--- config.mk ---
export PLATFORM = sky130hd
export DESIGN_NAME = phy_pwr_seq
export DESIGN_NICKNAME = d
export VERILOG_FILES = /design/src/rtl/phy_seq_pkg.sv /design/src/rtl/phy_seq_rate_class.sv /design/src/rtl/phy_seq_timer.sv /design/src/rtl/phy_seq_status.sv /design/src/rtl/phy_pwr_seq.sv
export SDC_FILE = /design/constraint.sdc
export NUM_CORES = 1
export LEC_CHECK = 0
export BUFFER_PORTS_ARGS = -buffer_cell sky130_fd_sc_hd__buf_2
export CAP_MARGIN = 0
export CORE_MARGIN = 2
export CORE_UTILIZATION = 55
export DETAILED_ROUTE_END_ITERATION = 8
export PLACE_DENSITY_LB_ADDON = 0.2
export SETUP_SLACK_MARGIN = 0.02
export SLEW_MARGIN = 40
export SYNTH_ARGS = -nofsm -noshare
export SYNTH_HDL_FRONTEND = slang
export SYNTH_HIERARCHICAL = 1
export SYNTH_SLANG_ARGS = --single-unit
--- constraint.sdc ---
create_clock -name clk -period 4.2 [get_ports clk]
set_clock_uncertainty 0.1 [all_clocks]
set_input_delay 0 -clock clk [delete_from_list [all_inputs] [get_ports clk]]
set_output_delay 0 -clock clk [all_outputs]
set_load 0.1 [all_outputs]
--- src/rtl/phy_seq_pkg.sv ---
package phy_seq_pkg;

    localparam int RATE_W = 32;

    typedef enum logic [2:0] {
        ST_IDLE,
        ST_PARK,
        ST_PRE,
        ST_CAL,
        ST_DLL_ON,
        ST_POLL
    } seq_state_e;

    typedef enum logic [1:0] {
        BAND_200 = 2'd0,
        BAND_50  = 2'd1,
        BAND_100 = 2'd2,
        BAND_150 = 2'd3
    } band_e;

    typedef struct packed {
        band_e band;
        logic  warn;
    } rate_info_t;

    typedef struct packed {
        logic done;
        logic cal_to;
        logic dll_to;
    } seq_evt_t;

    localparam logic [RATE_W-1:0] HZ_50M   = 32'd50_000_000;
    localparam logic [RATE_W-1:0] HZ_75M   = 32'd75_000_000;
    localparam logic [RATE_W-1:0] HZ_100M  = 32'd100_000_000;
    localparam logic [RATE_W-1:0] HZ_125M  = 32'd125_000_000;
    localparam logic [RATE_W-1:0] HZ_150M  = 32'd150_000_000;
    localparam logic [RATE_W-1:0] HZ_175M  = 32'd175_000_000;
    localparam logic [RATE_W-1:0] HZ_200M  = 32'd200_000_000;
    localparam logic [RATE_W-1:0] HZ_TOL   = 32'd15_000_000;

    // Band selection plus off-nominal check for one rate.
    function automatic rate_info_t classify_rate(input logic [RATE_W-1:0] r);
        rate_info_t        res;
        logic [RATE_W-1:0] nom;
        logic [RATE_W-1:0] diff;
        if (r == '0) begin
            res.band = BAND_200;
            nom      = HZ_200M;
        end else if (r < HZ_75M) begin
            res.band = BAND_50;
            nom      = HZ_50M;
        end else if (r < HZ_125M) begin
            res.band = BAND_100;
            nom      = HZ_100M;
        end else if (r < HZ_175M) begin
            res.band = BAND_150;
            nom      = HZ_150M;
        end else begin
            res.band = BAND_200;
            nom      = HZ_200M;
        end
        diff     = (r > nom) ? (r - nom) : (nom - r);
        res.warn = (r > HZ_200M) || ((r > HZ_50M) && (diff > HZ_TOL));
        return res;
    endfunction

endpackage

--- src/rtl/phy_seq_rate_class.sv ---
module phy_seq_rate_class
    import phy_seq_pkg::*;
(
    input  logic [RATE_W-1:0] rate,
    output rate_info_t        info
);
    always_comb begin
        info = classify_rate(rate);
    end
endmodule

--- src/rtl/phy_seq_timer.sv ---
module phy_seq_timer #(
    parameter int CYC_PER_US = 100,
    parameter int US_W       = 16
) (
    input  logic            clk,
    input  logic            rst,
    input  logic            restart,
    output logic            tick,
    output logic [US_W-1:0] us_count
);
    localparam int CYC_W = (CYC_PER_US > 1) ? $clog2(CYC_PER_US) : 1;
    localparam logic [CYC_W-1:0] CYC_LAST = CYC_W'(CYC_PER_US - 1);

    logic [CYC_W-1:0] cyc_q;

    assign tick = (cyc_q == CYC_LAST);

    always_ff @(posedge clk) begin
        if (rst || restart) begin
            cyc_q    <= '0;
            us_count <= '0;
        end else if (tick) begin
            cyc_q <= '0;
            if (us_count != '1) begin
                us_count <= us_count + 1'b1;
            end
        end else begin
            cyc_q <= cyc_q + 1'b1;
        end
    end

    p_cyc_range_r5: assert property (@(posedge clk) disable iff (rst)
        cyc_q <= CYC_LAST);
endmodule

--- src/rtl/phy_seq_status.sv ---
module phy_seq_status
    import phy_seq_pkg::*;
(
    input  logic     clk,
    input  logic     rst,
    input  logic     clr,
    input  seq_evt_t fin,
    input  logic     warn_ld,
    input  logic     warn_val,
    output seq_evt_t evt,
    output seq_evt_t sts,
    output logic     warn
);
    always_ff @(posedge clk) begin
        if (rst) begin
            evt  <= '0;
            sts  <= '0;
            warn <= 1'b0;
        end else begin
            evt <= fin;
            if (clr) begin
                sts  <= '0;
                warn <= 1'b0;
            end else begin
                sts <= sts | fin;
                if (warn_ld) begin
                    warn <= warn_val;
                end
            end
        end
    end

    p_one_event_r11: assert property (@(posedge clk) disable iff (rst)
        $onehot0({evt.done, evt.cal_to, evt.dll_to}));
    p_pulse_short_r11: assert property (@(posedge clk) disable iff (rst)
        (evt != '0) |=> (evt == '0));
    p_sticky_hold_r11: assert property (@(posedge clk) disable iff (rst)
        (evt.done && !clr) |=> sts.done);
endmodule

--- src/rtl/phy_pwr_seq.sv ---
module phy_pwr_seq
    import phy_seq_pkg::*;
#(
    parameter int CYC_PER_US = 100,
    parameter int PRE_US     = 3,
    parameter int CAL_US     = 5,
    parameter int DLL_TO_US  = 50000
) (
    input  logic              clk,
    input  logic              rst,
    input  logic              cmd_on,
    input  logic              cmd_off,
    input  logic [RATE_W-1:0] rate_hz,
    input  logic              cal_done,
    input  logic              dll_ready,
    output logic              pdb,
    output logic              dll_en,
    output logic [1:0]        freq_sel,
    output logic              busy,
    output logic              evt_done,
    output logic              evt_cal_to,
    output logic              evt_dll_to,
    output logic              sts_done,
    output logic              sts_cal_to,
    output logic              sts_dll_to,
    output logic              rate_warn
);
    localparam int US_MAX0 = (PRE_US > CAL_US) ? PRE_US : CAL_US;
    localparam int US_MAX  = (DLL_TO_US > US_MAX0) ? DLL_TO_US : US_MAX0;
    localparam int US_W    = $clog2(US_MAX + 1);
    localparam logic [US_W-1:0] PRE_LAST = US_W'(PRE_US - 1);
    localparam logic [US_W-1:0] CAL_LAST = US_W'(CAL_US - 1);
    localparam logic [US_W-1:0] DLL_LAST = US_W'(DLL_TO_US - 1);

    seq_state_e        state_q, state_d;
    logic [RATE_W-1:0] rate_q;
    logic              want_on_q;
    band_e             band_q, band_d;
    logic              pdb_d, dll_d;
    logic              restart;
    logic              tick;
    logic [US_W-1:0]   us_count;
    logic              accept;
    logic              warn_ld;
    seq_evt_t          fin;
    seq_evt_t          evt;
    seq_evt_t          sts;
    rate_info_t        info;

    assign accept = (state_q == ST_IDLE) && (cmd_on || cmd_off);
    assign busy   = (state_q != ST_IDLE);

    phy_seq_timer #(
        .CYC_PER_US (CYC_PER_US),
        .US_W       (US_W)
    ) u_timer (
        .clk      (clk),
        .rst      (rst),
        .restart  (restart),
        .tick     (tick),
        .us_count (us_count)
    );

    phy_seq_rate_class u_rate (
        .rate (rate_q),
        .info (info)
    );

    phy_seq_status u_status (
        .clk      (clk),
        .rst      (rst),
        .clr      (accept),
        .fin      (fin),
        .warn_ld  (warn_ld),
        .warn_val (info.warn),
        .evt      (evt),
        .sts      (sts),
        .warn     (rate_warn)
    );

    always_comb begin
        state_d = state_q;
        pdb_d   = pdb;
        dll_d   = dll_en;
        band_d  = band_q;
        restart = 1'b0;
        warn_ld = 1'b0;
        fin     = '0;
        case (state_q)
            ST_IDLE: begin
                if (accept) begin
                    pdb_d   = 1'b0;
                    dll_d   = 1'b0;
                    state_d = ST_PARK;
                end
            end
            ST_PARK: begin
                if (!want_on_q) begin
                    fin.done = 1'b1;
                    state_d  = ST_IDLE;
                end else begin
                    warn_ld = 1'b1;
                    restart = 1'b1;
                    state_d = ST_PRE;
                end
            end
            ST_PRE: begin
                if (tick && (us_count == PRE_LAST)) begin
                    pdb_d   = 1'b1;
                    restart = 1'b1;
                    state_d = ST_CAL;
                end
            end
            ST_CAL: begin
                if (tick && (us_count == CAL_LAST)) begin
                    if (cal_done) begin
                        band_d  = info.band;
                        state_d = ST_DLL_ON;
                    end else begin
                        fin.cal_to = 1'b1;
                        state_d    = ST_IDLE;
                    end
                end
            end
            ST_DLL_ON: begin
                dll_d = 1'b1;
                if (rate_q == '0) begin
                    fin.done = 1'b1;
                    state_d  = ST_IDLE;
                end else begin
                    restart = 1'b1;
                    state_d = ST_POLL;
                end
            end
            ST_POLL: begin
                if (tick) begin
                    if (dll_ready) begin
                        fin.done = 1'b1;
                        state_d  = ST_IDLE;
                    end else if (us_count == DLL_LAST) begin
                        fin.dll_to = 1'b1;
                        state_d    = ST_IDLE;
                    end
                end
            end
            default: state_d = ST_IDLE;
        endcase
    end

    always_ff @(posedge clk) begin
        if (rst) begin
            state_q   <= ST_IDLE;
            pdb       <= 1'b0;
            dll_en    <= 1'b0;
            band_q    <= BAND_200;
            rate_q    <= '0;
            want_on_q <= 1'b0;
        end else begin
            state_q <= state_d;
            pdb     <= pdb_d;
            dll_en  <= dll_d;
            band_q  <= band_d;
            if (accept) begin
                rate_q    <= rate_hz;
                want_on_q <= cmd_on;
            end
        end
    end

    assign freq_sel   = band_q;
    assign evt_done   = evt.done;
    assign evt_cal_to = evt.cal_to;
    assign evt_dll_to = evt.dll_to;
    assign sts_done   = sts.done;
    assign sts_cal_to = sts.cal_to;
    assign sts_dll_to = sts.dll_to;

    // Cycle counters used only by the timing properties below.
    logic [31:0] pre_cyc, cal_cyc, poll_cyc;
    always_ff @(posedge clk) begin
        if (rst) begin
            pre_cyc  <= '0;
            cal_cyc  <= '0;
            poll_cyc <= '0;
        end else begin
            pre_cyc  <= (state_q == ST_PRE)  ? pre_cyc + 1  : ((state_q == ST_PARK) ? '0 : pre_cyc);
            cal_cyc  <= (state_q == ST_CAL)  ? cal_cyc + 1  : '0;
            poll_cyc <= (state_q == ST_POLL) ? poll_cyc + 1 : '0;
        end
    end

    p_park_low_r2: assert property (@(posedge clk) disable iff (rst)
        (state_q == ST_PARK) |-> (!pdb && !dll_en));
    p_pre_wait_r5: assert property (@(posedge clk) disable iff (rst)
        $rose(pdb) |-> (pre_cyc >= 32'(PRE_US * CYC_PER_US)));
    p_cal_wait_r6: assert property (@(posedge clk) disable iff (rst)
        (state_q == ST_CAL && state_d != ST_CAL) |-> (cal_cyc + 1 >= 32'(CAL_US * CYC_PER_US)));
    p_freq_first_r7: assert property (@(posedge clk) disable iff (rst)
        $rose(dll_en) |-> $stable(freq_sel));
    p_dll_after_pdb_r6: assert property (@(posedge clk) disable iff (rst)
        dll_en |-> pdb);
    p_lock_window_r9: assert property (@(posedge clk) disable iff (rst)
        (state_q == ST_POLL && evt_dll_to == 1'b0 && state_d == ST_IDLE && !dll_ready)
        |-> (poll_cyc + 1 >= 32'(DLL_TO_US * CYC_PER_US)));
    p_busy_ignore_r10: assert property (@(posedge clk) disable iff (rst)
        (busy && state_q != ST_PARK && (cmd_on || cmd_off)) |=> (state_q != ST_PARK));
endmodule

After elaboration in Yosys (flattened, before gate mapping). Index checks and enable logic that the tools add are counted.

Logic and storage cells: 101. Bits in registers: 70.

Bitwise logic cells: 1. Eq/ne operators: 15. Magnitude comparators: 7. $add $sub $neg: 4. Mux-type cells: 40. Reductions and logical operators: 19.

Operators by type and width (number): 32-bit two-way mux (4); 32-bit by 27-bit less-than comparator with 1-bit output, second input constant (2); 32-bit subtractor (2); 32-bit by 24-bit greater-than comparator with 1-bit output, second input constant (1); 32-bit by 26-bit greater-than comparator with 1-bit output, second input constant (1); 32-bit by 28-bit greater-than comparator with 1-bit output, second input constant (1); 32-bit greater-than comparator (1); 32-bit zero test (1); 32-bit by 28-bit less-than comparator with 1-bit output, second input constant (1); 26-bit two-way mux (1); 3-bit two-way mux (8); 3-bit case mux with 6 select lines (1); 1-bit two-way mux (17); 16-bit by 1-bit adder with 16-bit output, second input constant (1); 16-bit equality test, second input constant (1); 16-bit by 2-bit equality test with 1-bit output, second input constant (1); 16-bit by 3-bit equality test with 1-bit output, second input constant (1); 16-bit != test, second input constant (1); 2-bit two-way mux (5); 2-bit != test, second input constant (4); 7-bit by 1-bit adder with 7-bit output, second input constant (1); 7-bit equality test, second input constant (1); 3-bit by 2-bit equality test with 1-bit output, second input constant (2); 3-bit equality test, second input constant (2); 14 further kinds (25).

Longest topological paths before layout. Gate-level depths: netlist (run 1).

Word-level depth: 10. Depth in mapped cells: 25.

By module. The synthesis (run 1) kept the hierarchy.

Modules (own cells, without submodules): phy_seq_rate_class (times used 1, sequential area each 0.0 um^2, cells each 371, area each 2646.3 um^2); phy_pwr_seq (times used 1, sequential area each 800.8 um^2, cells each 225, area each 1699.1 um^2); phy_seq_timer (times used 1, sequential area each 460.4 um^2, cells each 130, area each 1136.1 um^2); phy_seq_status (times used 1, sequential area each 140.1 um^2, cells each 18, area each 205.2 um^2).

Least setup slack after synthesis (run 1). Ideal clock, no wire load.

Path type: register -> register. From: reg rate_q[10]. To: reg u_status.warn. Stages on the path, launching flop included: 26. Arrival: 4.416 ns. Slack: -0.437 ns. Path buffers: 2. Period minus slack after synthesis: 4.637 ns. Path through: dfxtp_1 > buf_4 > a311o_1 > nand2_1 > nand3_1 > a211oi_1 > o41ai_1 > a31oi_1 > or4_1 > o2111ai_1 > buf_4 > o21ai_1 > ha_1 > inv_1 > fa_1 > nor2b_1 > nor2_1 > a21o_1 > a2111o_1 > a21oi_1 > nor4b_2 > nor2_1 > a211oi_2 > o2111ai_1 > mux2i_1 > nor3_2.

RTL lines: from (decl) (RTL line phy_pwr_seq.sv:36) `logic [RATE_W-1:0] rate_q;`; from (signal assigned) (RTL line phy_pwr_seq.sv:164) `rate_q <= rate_hz;`; to (signal assigned) (RTL line phy_seq_status.sv:27) `warn <= warn_val;`; to (decl) (RTL line phy_seq_status.sv:12) `output logic warn`.

==> results of run 1 <==
[synth_stat cells, drive strengths merged, types with 3 or more instances]
cell type  number  area share
o2111ai         6      0.0092
xnor2          18       0.028
o211ai         10       0.014
nand2b          6      0.0066
inv            33       0.022
or3             5      0.0055
nand4          20       0.022
o31ai           8       0.013
o21bai          4      0.0053
nor2b           8      0.0088
ha             29       0.064
a211o           3      0.0046
o221ai          3      0.0057
and4            6      0.0092
a311oi          3      0.0046
buf            24       0.029
a2111oi         3      0.0090
a22oi           3      0.0040
nor4           23       0.031
mux2i           6       0.011
nor3           24       0.025
nand4b          3      0.0046
or4            13       0.018
clkbuf         11      0.0073
nor2           56       0.037
a21o            9       0.012
o21ai          28       0.027
a31o            5      0.0077
nand3          25       0.023
dfxtp          70        0.25
o41ai           3      0.0046
nand2         105       0.069
and3           13       0.014
xor2            5      0.0077
a211oi          5      0.0075
o21a            7      0.0092
a31oi          18       0.025
a21oi          76       0.072
or2             7      0.0077
and2            6      0.0066
[sequential cells by signal, indices dropped and copies added, names as in the netlist]
signal	flops
want_on_q	1
pdb	1
u_timer/us_count	16
state_q	3
u_status/sts	3
u_status/warn	1
u_status/evt	3
rate_q	32
u_timer/cyc_q	7
dll_en	1
freq_sel	2
[routing by layer]
metal | track usage | vias to the layer above | wire [um]
met5 | 0 | - | 0
met4 | 0.143 | 0 | 762
met3 | 0.0724 | 86 | 1720
met2 | 0.612 | 383 | 9740
met1 | 0.485 | 3316 | 8880
li1 | - | 3236 | -
[final cells by class]
type	count	area, um^2	area share
multi-input combinational	606	4250	0.524
timing repair buffer	257	1930	0.239
sequential	70	1410	0.174
tap	136	170	0.0210
clock buffer	9	124	0.0153
inverter	33	124	0.0153
clock inverter	7	96.3	0.0119
[cell families (layout without fill, tap and decap cells)]
| family | count (synthesis) | in the layout |
|---|---|---|
| compound gates | 214 | 215 |
| xor+xnor | 23 | 23 |
| fa+ha+maj | 30 | 30 |
| buf+inv | 69 | 306 |
| flops | 70 | 70 |
| mux | 6 | 6 |
| simple gates | 332 | 332 |
[stage by stage]
step           cells   util  hold slack, ps
6_report        1118  0.795            92.3
5_1_grt         1118  0.795             173
4_1_cts         1115  0.788            70.8
3_5_place_dp    1043  0.694             151
2_1_floorplan    744      -           -29.1
3_3_place_gp    1043  0.694             144
[worst register-to-register path, cell delays in order, from the launching register on]
cell,delay (ps)
dfxtp_2,330
a311o_1,340
nand2_1,80
nand3_2,70
a211oi_2,220
o41ai_2,90
a31oi_1,180
or4_4,200
o2111ai_4,160
o21ai_2,190
ha_2,220
inv_2,50
fa_2,420
nor2b_4,160
nor2_1,70
a21o_1,170
a2111o_1,370
a21oi_2,140
nor4b_4,220
nor2_1,100
a211oi_2,240
o2111ai_2,150
mux2i_1,190
nor3_2,50
[what timing repair did]
item	in CTS	in global routing
hold buffers	36	1
setup endpoints to repair	1	1
setup buffers	19	2
gates resized for setup	48	9
pin swaps	51	6
cloned	1	0
hold endpoints to repair	38	4
[where the power goes]
| part | switching, mW | internal (mW) | total [mW] |
|---|---|---|---|
| sequential | 0.0517 | 0.715 | 0.766 |
| combinational | 1.36 | 1.22 | 2.58 |
| clock | 0.285 | 0.337 | 0.622 |
[worst paths after layout]
path,end,slack [ps],cells past startpoint
hold / removal,state_q[0],90,5
hold reg to reg,u_timer/cyc_q[0],340,1
setup reg to reg,u_status/warn,-450,23
setup / recovery,u_status/warn,-450,23
==> run metrics, run 1 <==
post-route cell area 8100 um^2; global placer's final weighted congestion 0.994; Critical-path top delay cell fa_2; initial antenna violation count 0; Post-Syn Nets 812; vias in the first global route ~6700; max-cap check violation count 0; WL final 21.1 mm; required time of the critical path 4340 ps; worst-skew pair later-pin latency ~370 ps; R2R Path Start rate_q[8]; 1st-pass router iterations 6; Worst Tran Pin Value 749 ps; mux contribution to synthesized area 0.0106; Post-synth top flop dfxtp_1; CTS tree done; Die H between 100 and 150 um; Pleak 3.36 nW; Worst-path clk slew 80 ps; synthesis-to-finish area growth 42.4%; Peak VDD IR 386 uV; Initial Utilization 0.558; most frequent cells in the layout 164 x buf_4, 102 x nand2_1, 66 x a21oi_1, 66 x dfxtp_1, 53 x nor2_1; Via density 6.28; vias post-DR around 7000; post-synthesis sequential area ratio 0.246; FF+latch count, synth 70; largest net degree at the start of global routing 49; fraction of the mapped netlist area in adder cells 0.0673; Setup TNS -446 ps; Overflow after GRT 0; cells after synthesis 744; max incr delay on CP 420 ps; diode count 0; Slew HR 0.497; power per cell area 490 nW/um^2; number of enable flip-flop cells after synthesis 0; startpoint types flop; H-tree lvl count 3; CTS Sinks 70; Crit Path Class flop to flop; Clock Root Buffer clkbuf_8; CTS Buffer Depth 2; Hold Crit Start cmd_off; final worst-path cycle share 1.11; post-synth design cell area 5690 um^2; Post-DP Area 7070 um^2; Post-DRT Antenna Nets 0; run status complete, but fails checks; final critical-path required period 4650 ps; Die Width around 110 um; hpwl dp 15.0 mm; final setup fails 1; I/O pins 50; port bufs approximately 50; Pwr Total about 4.0 mW; Yosys warnings 6; pre-CTS setup slack -676 ps; critical path launch point rate_q[8]; compound-cell area share of the yosys netlist 0.269; Post-synth ARST share 0; initial DRC count between 600 and 700; failing checks setup timing; simple-gate share of the synthesized area 0.311; Hold WC Path Type input pin to flop; RSZ-0062 raised after global routing true; f_max 215 MHz; max-slew violations 0; Die Area 11200 um^2; post-route DRC violation count 0; first-pass GRT wire length 33.4 mm; Hold Vio Cnt, Final 0; Core Region just over 10000 um^2; commonest non-fill, non-tap cell in the layout buf_4; Final nets 1045; number of buffers and inverters on the critical path 1; fin worst setup slack -446 ps; share of cells above drive strength 1 0.333; Yosys cell types 93; drt wl/cell 18.9 um; Worst Path Max Fanout 5; TritonCTS Buffers 9; CP delay by family, top compound AO/OA/AOI/OAI gates; syn_area_per_cell 7.64 um^2; Core Rows 37; Synth Area in XOR/XNOR 0.0354; CP Capture Type flop; GR Util All Layers 0.373; fill count about 700; largest family of logic cells by synthesized area simple AND/OR/NAND/NOR gates; CP Cell Sequence a311o_1, nand2_1, nand3_2, a211oi_2, o41ai_2, a31oi_1, or4_4, o2111ai_4, o21ai_2, ha_2, inv_2, fa_2, nor2b_4, nor2_1, a21o_1, a2111o_1, a21oi_2, nor4b_4, nor2_1, a211oi_2, o2111ai_2, mux2i_1, nor3_2; WP data arrival roughly 4800 ps
Note: power is estimated with default switching activity, not from simulation.
==> run 2: changes to the inputs <==
BUFFER_PORTS_ARGS = -buffer_cell sky130_fd_sc_hd__buf_4   (was -buffer_cell sky130_fd_sc_hd__buf_2)
HOLD_SLACK_MARGIN = 0.08   (was default)
SKIP_LAST_GASP = 1   (was default)
==> run 2 against run 1 <==
Compared with the run above:
- non-clock buffer count rose by 36
- the flow still finishes with violations (setup timing)
- hold slack improved by 11 ps
- die area did not move
- largest cell class unchanged
- core utilization rose by 3.9 points
- worst setup slack got worse by 180 ps
- combinational power up 3%
- first-iteration DRC count is 14% higher
- design area is 4.9% higher
- global-route usage grew 3.2 points
==> run metrics, run 2 (same netlist as run 1, synthesis figures left out) <==
run status complete, but fails checks; failing checks setup timing; Core Rows 37; max-slew violations 0; 1st-pass router iterations 6; Die Area 11200 um^2; FF-to-FF setup slack -620 ps; hpwl dp between 15 and 20 mm; required time of the critical path between 4000 and 5000 ps; initial antenna violation count 0; CTS Buffer Depth 2; worst-skew pair later-pin latency 360 ps; Initial Utilization 0.558; global placer's final weighted congestion 0.983; first-pass GRT wire length 36.3 mm; Pleak 3.57 nW; Worst Path Max Fanout 6; WL final roughly 23 mm; register area 1410 um^2; final setup fails 1; Largest register FFs 32; f_max 207 MHz; r2r worst-path depth 27; startpoint types flop; max-cap check violation count 0; CP endpoint u_status/warn; synthesis-to-finish area growth 49.3%; Clock Root Buffer clkbuf_8; number of buffers and inverters on the critical path 6; largest net degree at the start of global routing 49; Hold WC Path Type input pin to flop; Setup TNS -625 ps; fill count around 610; vias post-DR 7341; critical path launch point rate_q[8]; CP dominant cell by count buf_4; post-route DRC violation count 0; critical path depth 27; final worst-path cycle share 1.15; final core utilization 0.834; vias in the first global route 7009; power per cell area 468 nW/um^2; RSZ-0062 raised after global routing true; Overflow after GRT 0; Reg with most FFs rate_q; Final nets 1080; CP delay by family, top compound AO/OA/AOI/OAI gates; drt wl/cell 19.7 um; Crit Path Class flop to flop; multi-input logic area ~4200 um^2; initial DRC count 746; Peak VDD IR 310 uV; Slew HR 0.455; Hold Vio Cnt, Final 0; Worst-path clk slew 80 ps; H-tree lvl count 3; CTS Sinks 70; port bufs 49; max incr delay on CP approximately 340 ps; post-route cell area about 8500 um^2; diode count 0; TritonCTS Buffers 9; Core Region 10200 um^2; Critical-path top delay cell dfxtp_2; fin worst setup slack -625 ps; CTS tree done; Worst Hold Slack 103 ps; Placed Cells incl. Taps 1059; Die H about 110 um; share of cells above drive strength 1 0.328; Worst Tran Pin Value 814 ps; Post-DRT Antenna Nets 0; WP data arrival just under 5000 ps; commonest non-fill, non-tap cell in the layout buf_4; Die Width 106 um; most frequent cells in the layout 222 x buf_4, 103 x nand2_1, 68 x dlygate4sd3_1; GR Util All Layers 0.406; I/O pins 50; final critical-path required period 4820 ps; CP Capture Type flop; final std cells w/o fill 1152; R2R Path Start rate_q[8]; top flop regs rate_q x32, u_timer/us_count x16, u_timer/cyc_q x7; Post-DP Area 7320 um^2; Via density 6.37; worst r2r dst u_status/warn
-- run 2: worst min path at each step --
stage	startpoint	to	depth (start not counted)
floorplan	rst	u_status/warn	1
global placement	rate_hz[15]	rate_q[15]	3
detailed placement	rate_hz[15]	rate_q[15]	3
CTS	cmd_off	state_q[0]	5
global route	cmd_off	rate_q[20]	5
finish	cmd_off	state_q[0]	5
-- run 2: metrics by stage --
stage / setup WS, ps / power, mW
2_1_floorplan: -286 / 2.15
3_3_place_gp: -596 / 3.01
4_1_cts: -413 / 3.74
6_report: -625 / 3.97
5_1_grt: -757 / 4.19
3_5_place_dp: -681 / 3.06
-- run 2: tightest hold or removal path, stage by stage --
cell	delay, ps
buf_4	100
nor2_1	40
o21ai_0	150
o21bai_1	90
a31oi_1	140
-- run 2: cell type report --
| cell class | instances | share of cell area |
|---|---|---|
| Clock buffer | 9 | 0.0146 |
| Clock inverter | 6 | 0.00752 |
| Inverter | 33 | 0.0146 |
| Multi-Input combinational cell | 605 | 0.497 |
| Sequential cell | 70 | 0.165 |
| Tap cell | 136 | 0.0200 |
| Timing Repair Buffer | 293 | 0.280 |
-- run 2: what timing repair did --
item / in CTS / in global routing
setup buffers: 7 / 3
hold buffers: 68 / 0
cloned: 0 / 0
pin swaps: 14 / 32
resized for setup: 19 / 34
endpoints found under the setup margin: 1 / 1
hold endpoints to repair: 46 / 0
-- run 2: power breakdown --
part	internal (mW)	switching, mW
clock network	0.270	0.273
registers	0.714	0.0564
logic	1.27	1.39
-- run 2: routing by layer --
layer,part of all wire,wire (um),GRT usage,up-vias
met5,0,0,0,-
met4,0.050,1130,0.169,0
met3,0.091,2060,0.0872,123
met2,0.45,10200,0.647,446
met1,0.41,9340,0.532,3460
li1,-,-,-,3312
==> run 3: changes to the inputs <==
ABC_AREA = 1   (was default)
CORE_UTILIZATION = 57   (was 55)
==> run 3 against run 2 <==
Compared with the run above:
- the flow still finishes with violations (setup timing)
- synthesized cell count is 80% higher
- flip-flop and latch count is the same
- register-to-register slack gained 520 ps
- cell count grew 53%
- core utilization is 0.75 points higher
- count of clock-buffer cells in the layout did not move
- non-clock buffer count fell by 29
- first-iteration DRC count grew 69%
- via count grew 37%
- critical path type unchanged
==> run metrics, run 3 <==
RSZ-0062 raised after global routing true; Critical-path top delay cell fa_2; Via density 5.67; Synth Area in XOR/XNOR 0.0157; register area 1410 um^2; largest cells by area after synthesis nand2_1 22%, dfxtp_1 19%, inv_1 12%; f_max 232 MHz; Core Region 12500 um^2; drt wl/cell 17.5 um; Synth top cells by count 429 x nand2_1, 227 x inv_1, 194 x nor2_1; share of cells above drive strength 1 0.273; number of enable flip-flop cells after synthesis 0; WL final ~30 mm; CTS Buffer Depth 2; FF+latch count, synth 70; Post-Syn Nets roughly 1400; area leader, netlist nand2_1; largest net degree at the start of global routing 64; Final nets 1659; I/O pins 50; CTS Sinks 70; required time of the critical path ~4400 ps; post-synthesis sequential area ratio 0.193; run status complete, but fails checks; final setup fails 1; Initial Utilization 0.579; Post-synth top flop dfxtp_1; fraction of the mapped netlist area in adder cells 0.0528; Largest register FFs 32; TritonCTS Buffers 9; Post-DRT Antenna Nets 0; largest family of logic cells by synthesized area simple AND/OR/NAND/NOR gates; Die H 117 um; post-route DRC violation count 0; final critical-path required period 4310 ps; global placer's final weighted congestion 1.08; max incr delay on CP 420 ps; first-pass GRT wire length 43.4 mm; initial antenna violation count 0; Worst Tran Pin Value 851 ps; hpwl dp ~21 mm; vias post-DR between 10000 and 15000; failing checks setup timing; commonest non-fill, non-tap cell in the layout nand2_1; Clock Root Buffer clkbuf_16; Slew HR 0.426; fill count 833; CP Capture Type flop; max-slew violations 0; port bufs 49; CP dominant cell by count nand2_1; synthesis-to-finish area growth 45.3%; cells after synthesis 1339; Die Width between 100 and 150 um; initial DRC count roughly 1300; top flop regs rate_q x32, u_timer/us_count x16, u_timer/cyc_q x7; worst-skew pair later-pin latency 340 ps; startpoint types flop; mux contribution to synthesized area 0; WHS Path Cells 7; r2r worst-path depth 34; top-area cell type share of the netlist area 0.222; post-synth design cell area 7240 um^2; 1st-pass router iterations 6; final worst-path cycle share 1.03; multi-input logic area 5540 um^2; Post-synth ARST share 0; Crit Path Class flop to flop; Reg with most FFs rate_q; Hold Vio Cnt, Final 0; CTS tree done; max-cap check violation count 0; Overflow after GRT 0; simple-gate share of the synthesized area 0.501; syn_area_per_cell between 5 and 6 um^2; Core Rows 41; top-count cell post-synth nand2_1; diode count 0; H-tree lvl count 3; fin worst setup slack -105 ps; vias in the first global route 8955; Yosys cell types 44; most frequent cells in the layout 377 x nand2_1, 209 x inv_1, 209 x buf_4; compound-cell area share of the yosys netlist 0.0957; Worst Path Max Fanout 3; Hold WC Path Type input pin to flop; GR Util All Layers 0.414; Die Area 13600 um^2; pre-CTS setup slack -234 ps; Yosys warnings 6; WP data arrival roughly 4500 ps; Worst-path clk slew 60 ps
[run 3: stage by stage]
stage / std cells / hold WS, ps / utilization / TNS, ps / instance area [um^2]
6_report: 1768 / 232 / 0.841 / -105 / 10500
5_1_grt: 1768 / 217 / 0.841 / -474 / 10500
4_1_cts: 1755 / 131 / 0.773 / 0 / 9670
3_5_place_dp: 1697 / 163 / 0.712 / -234 / 8910
3_3_place_gp: 1697 / 150 / 0.712 / -112 / 8910
2_1_floorplan: 1339 / -28.8 / - / 0 / 7240
[run 3: layout make-up]
type | instances | share of cell area
multi-input cells | 1010 | 0.527
repair buffers | 264 | 0.206
flip-flops and latches | 70 | 0.133
inverters | 236 | 0.0848
clock buffers | 9 | 0.0214
well taps | 172 | 0.0204
clock inverters | 7 | 0.00701
[run 3: per-layer routing]
| metal | vias up | share of wire | wire length, um | GRT usage |
|---|---|---|---|---|
| met5 | - | 0.0015 | 45 | 0 |
| met4 | 2 | 0.086 | 2670 | 0.254 |
| met3 | 235 | 0.10 | 3110 | 0.0680 |
| met2 | 679 | 0.45 | 13900 | 0.693 |
| met1 | 4417 | 0.36 | 11100 | 0.495 |
| li1 | 4699 | - | - | - |
[run 3: path summary, 6_finish.rpt]
kind | slack [ps] | to | from
worst max-delay path | -110 | u_status/warn | rate_q[14]
worst min-delay path | 230 | state_q[2] | cmd_off
worst max register to register | -110 | u_status/warn | rate_q[14]
worst min register to register | 350 | u_timer/cyc_q[0] | u_timer/cyc_q[0]
[run 3: cells by family after synthesis]
kind of cell	Yosys count
compound gates	131
xor+xnor	13
fa+ha+maj	30
buf+inv	259
flops	70
simple gates	836
[run 3: what timing repair did]
item	in CTS	in global routing
pin swaps	1	71
hold endpoints to repair	48	0
setup buffers	0	11
gates cloned	0	2
endpoints found under the setup margin	1	1
hold buffers	42	0
resized for setup	11	189
[run 3: critical path: cells and delay by family (launching register included)]
| family | cells | cell delay [ps] |
|---|---|---|
| DFF | 1 | 330 |
| AOI/OAI and AO/OA | 2 | 410 |
| adders and majority gates | 1 | 420 |
| xor gates and xnor gates | 1 | 160 |
| buffers and inverters | 8 | 640 |
| and+or+nand+nor | 22 | 2180 |
Power of run 3 is left out: the tool's default activity adds up to more than one toggle a clock period on the data nets, which glitch-free logic cannot reach.
